**src/rtl/cbt_pkg.sv**
```systemverilog
package cbt_pkg;

  // register write performed on the target cluster in the current step
  typedef enum logic [2:0] {
    ACT_NONE,
    ACT_INACT_ON,
    ACT_POR,
    ACT_CRST,
    ACT_DIS,
    ACT_GATE,
    ACT_REL,
    ACT_INACT_OFF
  } cbt_act_e;

  typedef enum logic [3:0] {
    ST_IDLE,
    ST_INACT_ON,
    ST_POR,
    ST_CRST,
    ST_DIS,
    ST_GATE,
    ST_WAIT,
    ST_REL,
    ST_INACT_OFF,
    ST_START,
    ST_WDONE,
    ST_FIN
  } cbt_state_e;

endpackage

```
**src/rtl/cbt_use_count.sv**
```systemverilog
module cbt_use_count #(
  parameter int NC           = 2,
  parameter int CPC          = 4,
  parameter int CNT_W        = 4,
  parameter int BOOT_CLUSTER = 0,
  parameter int BOOT_CORE    = 0,
  parameter int CL_W         = 1,
  parameter int CO_W         = 2
) (
  input  logic            clk,
  input  logic            rst,
  input  logic [CL_W-1:0] rd_cluster,
  input  logic [CO_W-1:0] rd_core,
  output logic            cur_nonzero,
  output logic            cluster_down,
  input  logic            inc_en,
  input  logic [CL_W-1:0] inc_cluster,
  input  logic [CO_W-1:0] inc_core
);
  localparam int N        = NC * CPC;
  localparam int IDX_W    = (N > 1) ? $clog2(N) : 1;
  localparam int BOOT_IDX = BOOT_CLUSTER * CPC + BOOT_CORE;

  logic [CNT_W-1:0] cnt_q [N];
  logic [IDX_W-1:0] inc_idx, rd_idx, rd_base;

  assign inc_idx = IDX_W'(inc_cluster) * IDX_W'(CPC) + IDX_W'(inc_core);
  assign rd_base = IDX_W'(rd_cluster) * IDX_W'(CPC);
  assign rd_idx  = rd_base + IDX_W'(rd_core);

  always_ff @(posedge clk) begin
    if (rst) begin
      for (int i = 0; i < N; i++)
        cnt_q[i] <= (i == BOOT_IDX) ? CNT_W'(1) : '0;
    end else if (inc_en && (cnt_q[inc_idx] != {CNT_W{1'b1}})) begin
      cnt_q[inc_idx] <= cnt_q[inc_idx] + CNT_W'(1);
    end
  end

  assign cur_nonzero = (cnt_q[rd_idx] != '0);

  always_comb begin
    cluster_down = 1'b1;
    for (int k = 0; k < CPC; k++)
      if (cnt_q[rd_base + IDX_W'(k)] != '0) cluster_down = 1'b0;
  end

  generate
    for (genvar g = 0; g < N; g++) begin : g_chk

      no_count_wrap_chk: assert property (@(posedge clk) disable iff (rst)
        (cnt_q[g] != '0) |=> (cnt_q[g] != '0));
    end
  endgenerate

endmodule

```
**src/rtl/cbt_seq.sv**
```systemverilog
module cbt_seq
  import cbt_pkg::*;
#(
  parameter int SETTLE_US = 20,
  parameter int CL_W      = 1,
  parameter int CO_W      = 2
) (
  input  logic            clk,
  input  logic            rst,
  input  logic            req_valid,
  input  logic [CL_W-1:0] req_cluster,
  input  logic [CO_W-1:0] req_core,
  input  logic            req_big,
  input  logic            us_tick,
  input  logic            core_done,
  input  logic            cur_nonzero,
  input  logic            cluster_down,
  output logic            ready,
  output cbt_act_e        act,
  output logic [CL_W-1:0] tgt_cluster,
  output logic [CO_W-1:0] tgt_core,
  output logic            tgt_big,
  output logic            first_comer,
  output logic            core_start,
  output logic            inc_en
);
  localparam int TMR_W = $clog2(SETTLE_US + 1);

  cbt_state_e       state;
  logic [TMR_W-1:0] tmr;

  always_ff @(posedge clk) begin
    if (rst) begin
      state       <= ST_IDLE;
      tgt_cluster <= '0;
      tgt_core    <= '0;
      tgt_big     <= 1'b0;
      tmr         <= '0;
      first_comer <= 1'b0;
      core_start  <= 1'b0;
    end else begin
      core_start <= 1'b0;
      case (state)
        ST_IDLE: if (req_valid) begin
          tgt_cluster <= req_cluster;
          tgt_core    <= req_core;
          tgt_big     <= req_big;
          if (cur_nonzero) begin
            state <= ST_FIN;
          end else if (cluster_down) begin
            first_comer <= 1'b1;
            state       <= ST_INACT_ON;
          end else begin
            first_comer <= 1'b0;
            state       <= ST_START;
          end
        end
        ST_INACT_ON:  state <= ST_POR;
        ST_POR:       state <= ST_CRST;
        ST_CRST:      state <= ST_DIS;
        ST_DIS:       state <= ST_GATE;
        ST_GATE: begin
          tmr   <= '0;
          state <= ST_WAIT;
        end
        ST_WAIT: if (us_tick) begin
          if (tmr == TMR_W'(SETTLE_US - 1)) state <= ST_REL;
          else tmr <= tmr + TMR_W'(1);
        end
        ST_REL:       state <= ST_INACT_OFF;
        ST_INACT_OFF: state <= ST_START;
        ST_START: begin
          core_start <= 1'b1;
          state      <= ST_WDONE;
        end
        ST_WDONE: if (core_done) state <= ST_FIN;
        ST_FIN:       state <= ST_IDLE;
        default:      state <= ST_IDLE;
      endcase
    end
  end

  always_comb begin
    case (state)
      ST_INACT_ON:  act = ACT_INACT_ON;
      ST_POR:       act = ACT_POR;
      ST_CRST:      act = ACT_CRST;
      ST_DIS:       act = ACT_DIS;
      ST_GATE:      act = ACT_GATE;
      ST_REL:       act = ACT_REL;
      ST_INACT_OFF: act = ACT_INACT_OFF;
      default:      act = ACT_NONE;
    endcase
  end

  assign ready  = (state == ST_IDLE);
  assign inc_en = (state == ST_FIN);


  settle_tick_chk: assert property (@(posedge clk) disable iff (rst)
    (state == ST_REL) |-> $past(us_tick));


  start_pulse_chk: assert property (@(posedge clk) disable iff (rst)
    core_start |=> !core_start);

endmodule

```
**src/rtl/cbt_cluster_regs.sv**
```systemverilog
module cbt_cluster_regs
  import cbt_pkg::*;
#(
  parameter int NC           = 2,
  parameter int CPC          = 4,
  parameter int BOOT_CLUSTER = 0,
  parameter int CL_W         = 1
) (
  input  logic                  clk,
  input  logic                  rst,
  input  cbt_act_e              act,
  input  logic [CL_W-1:0]       tgt_cluster,
  input  logic                  tgt_big,
  output logic [NC-1:0]         coh_inact,
  output logic [NC*CPC-1:0]     core_por_n,
  output logic [NC-1:0]         dbg_soc_rst_n,
  output logic [NC*CPC-1:0]     dbg_rst_n,
  output logic [NC*CPC-1:0]     trace_rst_n,
  output logic [NC-1:0]         h_rst_n,
  output logic [NC-1:0]         l2_rst_n,
  output logic [NC*(CPC+1)-1:0] rst_dis,
  output logic [NC-1:0]         clu_gate
);
  localparam int DIS_W = CPC + 1;

  generate
    for (genvar c = 0; c < NC; c++) begin : g_clu
      logic             inact_q, dsoc_q, h_q, l2_q, gate_q;
      logic [CPC-1:0]   por_q, dbg_q, trc_q;
      logic [DIS_W-1:0] dis_q;
      logic             hit;

      assign hit = (tgt_cluster == CL_W'(c));

      always_ff @(posedge clk) begin
        if (rst) begin
          inact_q <= 1'b0;
          por_q   <= '1;
          dsoc_q  <= 1'b1;
          dbg_q   <= '1;
          trc_q   <= '1;
          h_q     <= 1'b1;
          l2_q    <= 1'b1;
          dis_q   <= '1;
          gate_q  <= (c != BOOT_CLUSTER);
        end else if (hit) begin
          case (act)
            ACT_INACT_ON:  inact_q <= 1'b1;
            ACT_POR:       por_q   <= '0;
            ACT_CRST: begin
              dsoc_q <= 1'b0;
              dbg_q  <= '0;
              h_q    <= 1'b0;
              l2_q   <= 1'b0;
              if (!tgt_big) trc_q <= '0;
            end
            ACT_DIS: begin
              if (tgt_big) dis_q[0] <= 1'b0;
              else         dis_q    <= '0;
            end
            ACT_GATE:      gate_q <= 1'b0;
            ACT_REL: begin
              dsoc_q <= 1'b1;
              h_q    <= 1'b1;
              l2_q   <= 1'b1;
            end
            ACT_INACT_OFF: inact_q <= 1'b0;
            default: ;
          endcase
        end
      end

      assign coh_inact[c]                 = inact_q;
      assign core_por_n[c*CPC +: CPC]     = por_q;
      assign dbg_soc_rst_n[c]             = dsoc_q;
      assign dbg_rst_n[c*CPC +: CPC]      = dbg_q;
      assign trace_rst_n[c*CPC +: CPC]    = trc_q;
      assign h_rst_n[c]                   = h_q;
      assign l2_rst_n[c]                  = l2_q;
      assign rst_dis[c*DIS_W +: DIS_W]    = dis_q;
      assign clu_gate[c]                  = gate_q;


      reset_under_inact_chk: assert property (@(posedge clk) disable iff (rst)
        $fell(l2_q) |-> inact_q);

      release_under_inact_chk: assert property (@(posedge clk) disable iff (rst)
        $rose(l2_q) |-> inact_q);

      inact_drop_last_chk: assert property (@(posedge clk) disable iff (rst)
        $fell(inact_q) |-> (l2_q && h_q && dsoc_q));

      gate_under_reset_chk: assert property (@(posedge clk) disable iff (rst)
        $fell(gate_q) |-> (!l2_q && (por_q == '0)));
    end
  endgenerate

endmodule

```
**src/rtl/cluster_boot_tracker.sv**
```systemverilog
module cluster_boot_tracker
  import cbt_pkg::*;
#(
  parameter int NC           = 2,
  parameter int CPC          = 4,
  parameter int CNT_W        = 4,
  parameter int SETTLE_US    = 20,
  parameter int BOOT_CLUSTER = 0,
  parameter int BOOT_CORE    = 0,
  parameter int CL_W         = (NC > 1) ? $clog2(NC) : 1,
  parameter int CO_W         = (CPC > 1) ? $clog2(CPC) : 1
) (
  input  logic                  clk,
  input  logic                  rst,
  input  logic                  req_valid,
  input  logic [CL_W-1:0]       req_cluster,
  input  logic [CO_W-1:0]       req_core,
  input  logic                  req_big,
  input  logic                  us_tick,
  input  logic                  core_done,
  output logic                  req_ready,
  output logic                  core_start,
  output logic [CL_W-1:0]       start_cluster,
  output logic [CO_W-1:0]       start_core,
  output logic                  first_comer,
  output logic [NC-1:0]         coh_inact,
  output logic [NC*CPC-1:0]     core_por_n,
  output logic [NC-1:0]         dbg_soc_rst_n,
  output logic [NC*CPC-1:0]     dbg_rst_n,
  output logic [NC*CPC-1:0]     trace_rst_n,
  output logic [NC-1:0]         h_rst_n,
  output logic [NC-1:0]         l2_rst_n,
  output logic [NC*(CPC+1)-1:0] rst_dis,
  output logic [NC-1:0]         clu_gate
);
  logic     cur_nonzero, cluster_down, inc_en, tgt_big;
  cbt_act_e act;

  cbt_use_count #(
    .NC(NC), .CPC(CPC), .CNT_W(CNT_W), .BOOT_CLUSTER(BOOT_CLUSTER),
    .BOOT_CORE(BOOT_CORE), .CL_W(CL_W), .CO_W(CO_W)
  ) u_cnt (
    .clk(clk), .rst(rst),
    .rd_cluster(req_cluster), .rd_core(req_core),
    .cur_nonzero(cur_nonzero), .cluster_down(cluster_down),
    .inc_en(inc_en), .inc_cluster(start_cluster), .inc_core(start_core)
  );

  cbt_seq #(
    .SETTLE_US(SETTLE_US), .CL_W(CL_W), .CO_W(CO_W)
  ) u_seq (
    .clk(clk), .rst(rst),
    .req_valid(req_valid), .req_cluster(req_cluster), .req_core(req_core),
    .req_big(req_big), .us_tick(us_tick), .core_done(core_done),
    .cur_nonzero(cur_nonzero), .cluster_down(cluster_down),
    .ready(req_ready), .act(act), .tgt_cluster(start_cluster),
    .tgt_core(start_core), .tgt_big(tgt_big), .first_comer(first_comer),
    .core_start(core_start), .inc_en(inc_en)
  );

  cbt_cluster_regs #(
    .NC(NC), .CPC(CPC), .BOOT_CLUSTER(BOOT_CLUSTER), .CL_W(CL_W)
  ) u_regs (
    .clk(clk), .rst(rst), .act(act), .tgt_cluster(start_cluster),
    .tgt_big(tgt_big), .coh_inact(coh_inact), .core_por_n(core_por_n),
    .dbg_soc_rst_n(dbg_soc_rst_n), .dbg_rst_n(dbg_rst_n),
    .trace_rst_n(trace_rst_n), .h_rst_n(h_rst_n), .l2_rst_n(l2_rst_n),
    .rst_dis(rst_dis), .clu_gate(clu_gate)
  );


  start_after_inact_chk: assert property (@(posedge clk) disable iff (rst)
    core_start |-> !coh_inact[start_cluster]);

endmodule

```
**config.mk**
```make
export PLATFORM = sky130hd
export DESIGN_NAME = cluster_boot_tracker
export DESIGN_NICKNAME = d
export VERILOG_FILES = /design/src/rtl/cbt_pkg.sv /design/src/rtl/cbt_use_count.sv /design/src/rtl/cbt_seq.sv /design/src/rtl/cbt_cluster_regs.sv /design/src/rtl/cluster_boot_tracker.sv
export SDC_FILE = /design/constraint.sdc
export NUM_CORES = 1
export LEC_CHECK = 0
export BUFFER_PORTS_ARGS = -buffer_cell sky130_fd_sc_hd__buf_2
export CELL_PAD_IN_SITES_DETAIL_PLACEMENT = 0
export CELL_PAD_IN_SITES_GLOBAL_PLACEMENT = 1
export CORE_ASPECT_RATIO = 1.75
export CORE_MARGIN = 8
export CORE_UTILIZATION = 38
export DETAILED_ROUTE_END_ITERATION = 7
export PLACE_DENSITY = 0.85
export SLEW_MARGIN = 10
export SYNTH_ARGS = -nofsm -noshare
export SYNTH_HDL_FRONTEND = slang
export SYNTH_SLANG_ARGS = --single-unit
```
**constraint.sdc**
```tcl
create_clock -name clk -period 2.55 [get_ports clk]
set_clock_uncertainty 0.2 [all_clocks]
set_input_delay 0.51 -clock clk [delete_from_list [all_inputs] [get_ports clk]]
set_output_delay 0.51 -clock clk [all_outputs]
set_load 0.01 [all_outputs]
```
Word level (Yosys, flattened, before mapping). Memory sizes are Yosys's and may differ from the RTL's. Cells that the tools add are included.

Register bits after elaboration: 54. Bits in latches: 0. Bits in writable memories: 32. ROM bits: 0. Input bits: 9. Output and inout bits: 50. Word-level logic and storage cells: 115. Memories kept: 1.

Memory list: u_cnt.cnt_q (depth 8, width 4, rd ports 6, clocked after Yosys merged registers in 0, wr ports 8, line cbt_use_count.sv:24) `logic [CNT_W-1:0] cnt_q [N];`.

Add/subtract/negate cells: 7. Multiply operators: 0. Divide/modulo/power cells: 0. $lt $le $gt $ge: 0. Equal/unequal tests: 25. Shifts and indexed selects: 0. Muxes and demuxes: 27. Bitwise gates (word level): 3. Reductions and logical operators: 30.

Operators by type and width (count): 4-bit one-hot mux with 11 select lines (1); 4-bit two-way mux (7); 2-bit AND reduction (12); 3-bit one-hot mux with 7 select lines (1); 4-bit nonzero test (5); 3-bit AND reduction (6); 4-bit by 3-bit == test with 1-bit output, second input constant (4); 4-bit == test, second input constant (4); 3-bit == test, second input constant (4); 1-bit two-way mux (12); 5-bit two-way mux (2); 5-bit one-hot mux with 2 select lines (1); 4-bit by 2-bit == test with 1-bit output, second input constant (2); 2-bit != test, second input constant (4); 3-bit by 2-bit adder with 3-bit output (2); 3-bit by 2-bit adder with 3-bit output, second input constant (2); 3-bit by 2-bit == test with 1-bit output, second input constant (2); 2-bit nonzero test (3); 5-bit by 1-bit adder with 5-bit output, second input constant (1); 5-bit == test, second input constant (1); 4-bit by 1-bit adder with 4-bit output, second input constant (1); 4-bit by 1-bit == test with 1-bit output, second input constant (1); 4-bit zero test (1); 4-bit != test, second input constant (1); other kinds (9) (12).

Logic depth before layout (Yosys ltp). An unclocked memory read counts as a cell.

Depth in word-level cells: 10. Depth in mapped cells: 11. Mapped depth without buffers: 8.

Hierarchy. From an unflattened synthesis, not the netlist that was laid out.

Cells, all modules: 334. Area, all modules: 3522.1 sq um.

By module, submodules not included: cbt_use_count (instances 1, cells each 131, area each 1781.7 sq um, sequential area each 960.9 sq um); cbt_seq (instances 1, cells each 102, area each 888.4 sq um, sequential area each 300.3 sq um); cbt_cluster_regs (instances 1, cells each 101, area each 852.1 sq um, sequential area each 300.3 sq um).

Worst setup path before layout. No wires, ideal clock.

Path kind: reg-to-reg. Start: register u_seq.tgt_core[0]. End: memory u_cnt.cnt_q[2][0], enable pin. Setup time: 308 ps. Data arrival time: 2157 ps. Required time: 2042 ps. Path slack: -114 ps. Cell stages (with the launch flop): 11. Buffers on the path: 3. Clock period less this slack: 2664 ps. Cell sequence: dfxtp_1 > buf_6 > buf_2 > mux2_2 > o22ai_1 > nor2_1 > ha_1 > o311ai_1 > buf_2 > nand3_1 > nand2_1.

RTL lines: start, declared (line cbt_seq.sv:21) `output logic [CO_W-1:0] tgt_core,`; start signal, assigned (line cbt_seq.sv:46) `tgt_core <= req_core;`; end, declared (line cbt_use_count.sv:24).

==> flow_metrics.py <==
metrics = {
    "critical_path": {
        "cp-start-kind": "flip-flop",
        "path_class": "reg -> reg",
        "path_max_fanout": 13,
        "arrival_ps": 2470,
        "reg2reg_slack_ps": -30,
        "worstPathRequired_ps": 2440,
        "cp-end-kind": "flip-flop",
    },
    "power_and_ir_drop": {
        "pwr_density_cell_mw_per_mm2": 940,
        "vdd_drop_max_mv": 0.436,
        "leakage_uw": 0.00158,
        "power_uw": 3980,
        "clkPwrFrac_pct": 32.4,
        "power.share.combinational_pct": 35.8,
        "p_int_uw": 2610,
        "p_sw_uw": 1370,
        "p_sw_share_pct": 34.4,
        "pwr-share-seq_pct": 31.7,
    },
    "sta": {
        "period_minus_slack_ps": 2580,
        "hold_slack_ps": 232,
        "finalHoldViolCount": 0,
        "fin_crit_sh_pct": 101,
        "fmax_ghz": 0.388,
        "setup_viol": 16,
        "tns_ps": -135,
        "slew_viol_final": 0,
        "worst_slack_ps": -27.8,
    },
    "logic_synthesis": {
        "ys_ff_latch": 62,
        "async_flop_share_pct": 0,
        "synth_top_family_by_area": "simple AND/OR/NAND/NOR gates",
        "postSynthAreaPerCell_sq_um": 9.23,
        "yosysMostFrequentCell": "nand2_1",
        "synth_nets": 378,
        "ys_warn_count": 0,
        "synthXorXnorAreaFrac_pct": 1.55,
        "synth.mux.area_fraction_pct": 7.24,
        "synth_edf_count": 32,
        "yosys.area_share.adder_pct": 0.739,
        "yosysUniqueCellTypes": 51,
        "synthCells": 367,
        "synth_top_area_share_pct": 28.4,
        "synth-compound-area-share_pct": 10.0,
        "synth_area_sq_mm": 0.00339,
        "synthTopCellsByArea": "edfxtp_1 (28%), dfxtp_1 (18%), buf_4 (7.5%)",
        "yosysTopAreaCell": "edfxtp_1",
        "post_synth_most_frequent_cells": "nand2_1 (58), nor2_1 (41), buf_4 (34)",
        "synthSimpleGateAreaFrac_pct": 22.8,
        "seq_area_frac_synth_pct": 46.1,
        "synth_ff_type": "edfxtp_1",
    },
    "clocking": {
        "cts_root_buffer": "clkbuf_16",
        "clkSinkCount": 62,
        "cts_tree": "done",
        "cts_buffer_depth": 2,
        "cts_htree_levels": 3,
        "clkSlewWorstSetupHoldPaths_ps": 50,
        "insertion_delay_ps": 340,
        "cts_inserted_buffers": 9,
        "cts_hold_buf": 0,
    },
    "grt": {
        "grt_pass1_vias": 2900,
        "antenna_found_initial": 0,
        "grt_pass1_wl_microns": 14700,
        "grt.total_usage_pct": 15.9,
        "grt_max_degree": 26,
        "grt_overflow": 0,
    },
    "floorplanning": {
        "die_w_microns": 87.4,
        "die_h_microns": 141,
        "die_area_sq_mm": 0.0123,
        "ios": 59,
        "core_area_sq_mm": 0.00867,
        "rows": 45,
        "start_util_pct": 39.1,
    },
    "final_layout": {
        "syn_to_final_growth_pct": 25.0,
        "fin_nets": 427,
        "diodes": 0,
        "final_area_sq_mm": 0.00424,
        "fill_cells": 816,
        "drive_gt1_share_pct": 34.0,
        "fin_cells": 538,
    },
    "routing": {
        "vias": 2951,
        "vias_per_cell": 5.49,
        "drtPass1Iterations": 7,
        "drt_iter0_drc": 213,
        "drt-total-wl_microns": 10100,
        "drc": 0,
        "wl_per_cell_microns": 18.7,
        "drt.antenna.violating_nets": 0,
    },
    "worst_hold_path": {
        "min_path_type": "in -> reg",
    },
    "flow_run": {
        "drv_cap": 0,
    },
    "placement": {
        "portBuffers": 57,
        "dp_hpwl_microns": 7370,
        "gp_congestion": 0.869,
        "place_area_sq_mm": 0.00374,
        "dp.cells": 516,
    },
    "outcome": {
        "outcome": "finished, violations left",
        "violations": "setup timing",
    },
}
-- worst max-delay path, stage by stage (launching register included) --
cell      delay [ps]
dfxtp_2          350
buf_12           130
buf_4            110
mux2i_1          350
o22ai_2          150
nor2_1           240
ha_4             200
o311ai_4         110
buf_4            200
nand4_1          120
buf_6            140
nor2_1            40
-- layout make-up --
class	count	area [sq um]	area share, %
multi-input cells	241	1570	37.0
flip-flops and latches	62	1560	36.9
repair buffers	95	619	14.6
clock buffers	9	225	5.32
well taps	117	146	3.46
clock inverters	7	88.8	2.10
inverters	7	26.3	0.620
-- power groups by stage --
stage / clock [uW] / combinational, uW / sequential [uW]
global placement: 0 / 1230 / 1270
CTS: 1300 / 1280 / 1260
detailed placement: 0 / 1250 / 1280
global route: 1340 / 1530 / 1280
floorplan: 0 / 863 / 1220
finish: 1290 / 1430 / 1260
-- worst paths after layout --
check / from / endpoint / depth (start not counted)
hold / removal: req_big / u_seq.tgt_big$_SDFFE_PP0P_ / 3
setup / recovery: u_seq.tgt_core[0]$_SDFFE_PP0P_ / u_cnt.cnt_q[6][1]$_SDFFCE_PN0P_ / 11
setup reg to reg: u_seq.tgt_core[0]$_SDFFE_PP0P_ / u_cnt.cnt_q[6][1]$_SDFFCE_PN0P_ / 11
hold reg to reg: u_regs.g_clu[1].gate_q$_SDFFE_PP1P_ / u_regs.g_clu[1].gate_q$_SDFFE_PP1P_ / 2
-- registers in the layout, indices dropped and copies added, names as in the netlist, 2 cells and up --
signal and cells:
u_cnt.cnt_q 32, u_seq.tmr 5, u_regs.g_clu.dis_q 4, u_seq.state 4, u_regs.g_clu.dbg_q 2, u_regs.g_clu.h_q 2
u_regs.g_clu.inact_q 2, u_regs.g_clu.por_q 2, u_regs.g_clu.trc_q 2, u_seq.tgt_core 2
-- metal layers --
metal | track usage, % | share of wire [%]
met1 | 13.1 | 32
met2 | 30.5 | 55
met4 | 12.4 | 5.4
met3 | 3.55 | 7.4
met5 | 0 | 0
-- repair_timing --
action / in CTS / in global routing
buffers inserted: 0 / 5
endpoints found under the setup margin: 32 / 58
cloned: 0 / 1
pin swaps: 2 / 5
gates resized for setup: 4 / 22
-- kinds of logic after synthesis --
group,count (synthesis)
other cells,1
fa+ha+maj,2
compound gates,50
buf+inv,64
xor+xnor,6
mux,18
flops,62
simple gates,164
-- per-stage QoR --
step | utilization (%) | setup slack [ps]
final | 48.8 | -27.8
after global routing | 48.8 | -34.4
after CTS | 46.9 | -9.17
after detailed placement | 43.1 | -23.7
after global placement | 43.1 | 17.4
after floorplan | - | 6.98
-- placed cells by master (no fill, tap or decap), types with 4 or more instances in the layout --
cell type and n:
mux2i_1 11, buf_2 57, edfxtp_1 32, clkbuf_16 9, nor2_1 41, a21oi_1 13
nand3_1 19, mux4_2 5, buf_4 32, nor3_1 5, nand4_1 7, nor4_1 10
o21ai_0 8, nand2b_1 4, dfxtp_1 28, inv_1 5, a31oi_1 7, nand2_1 53
nand2_2 5
(Power assumes the default switching activity.)
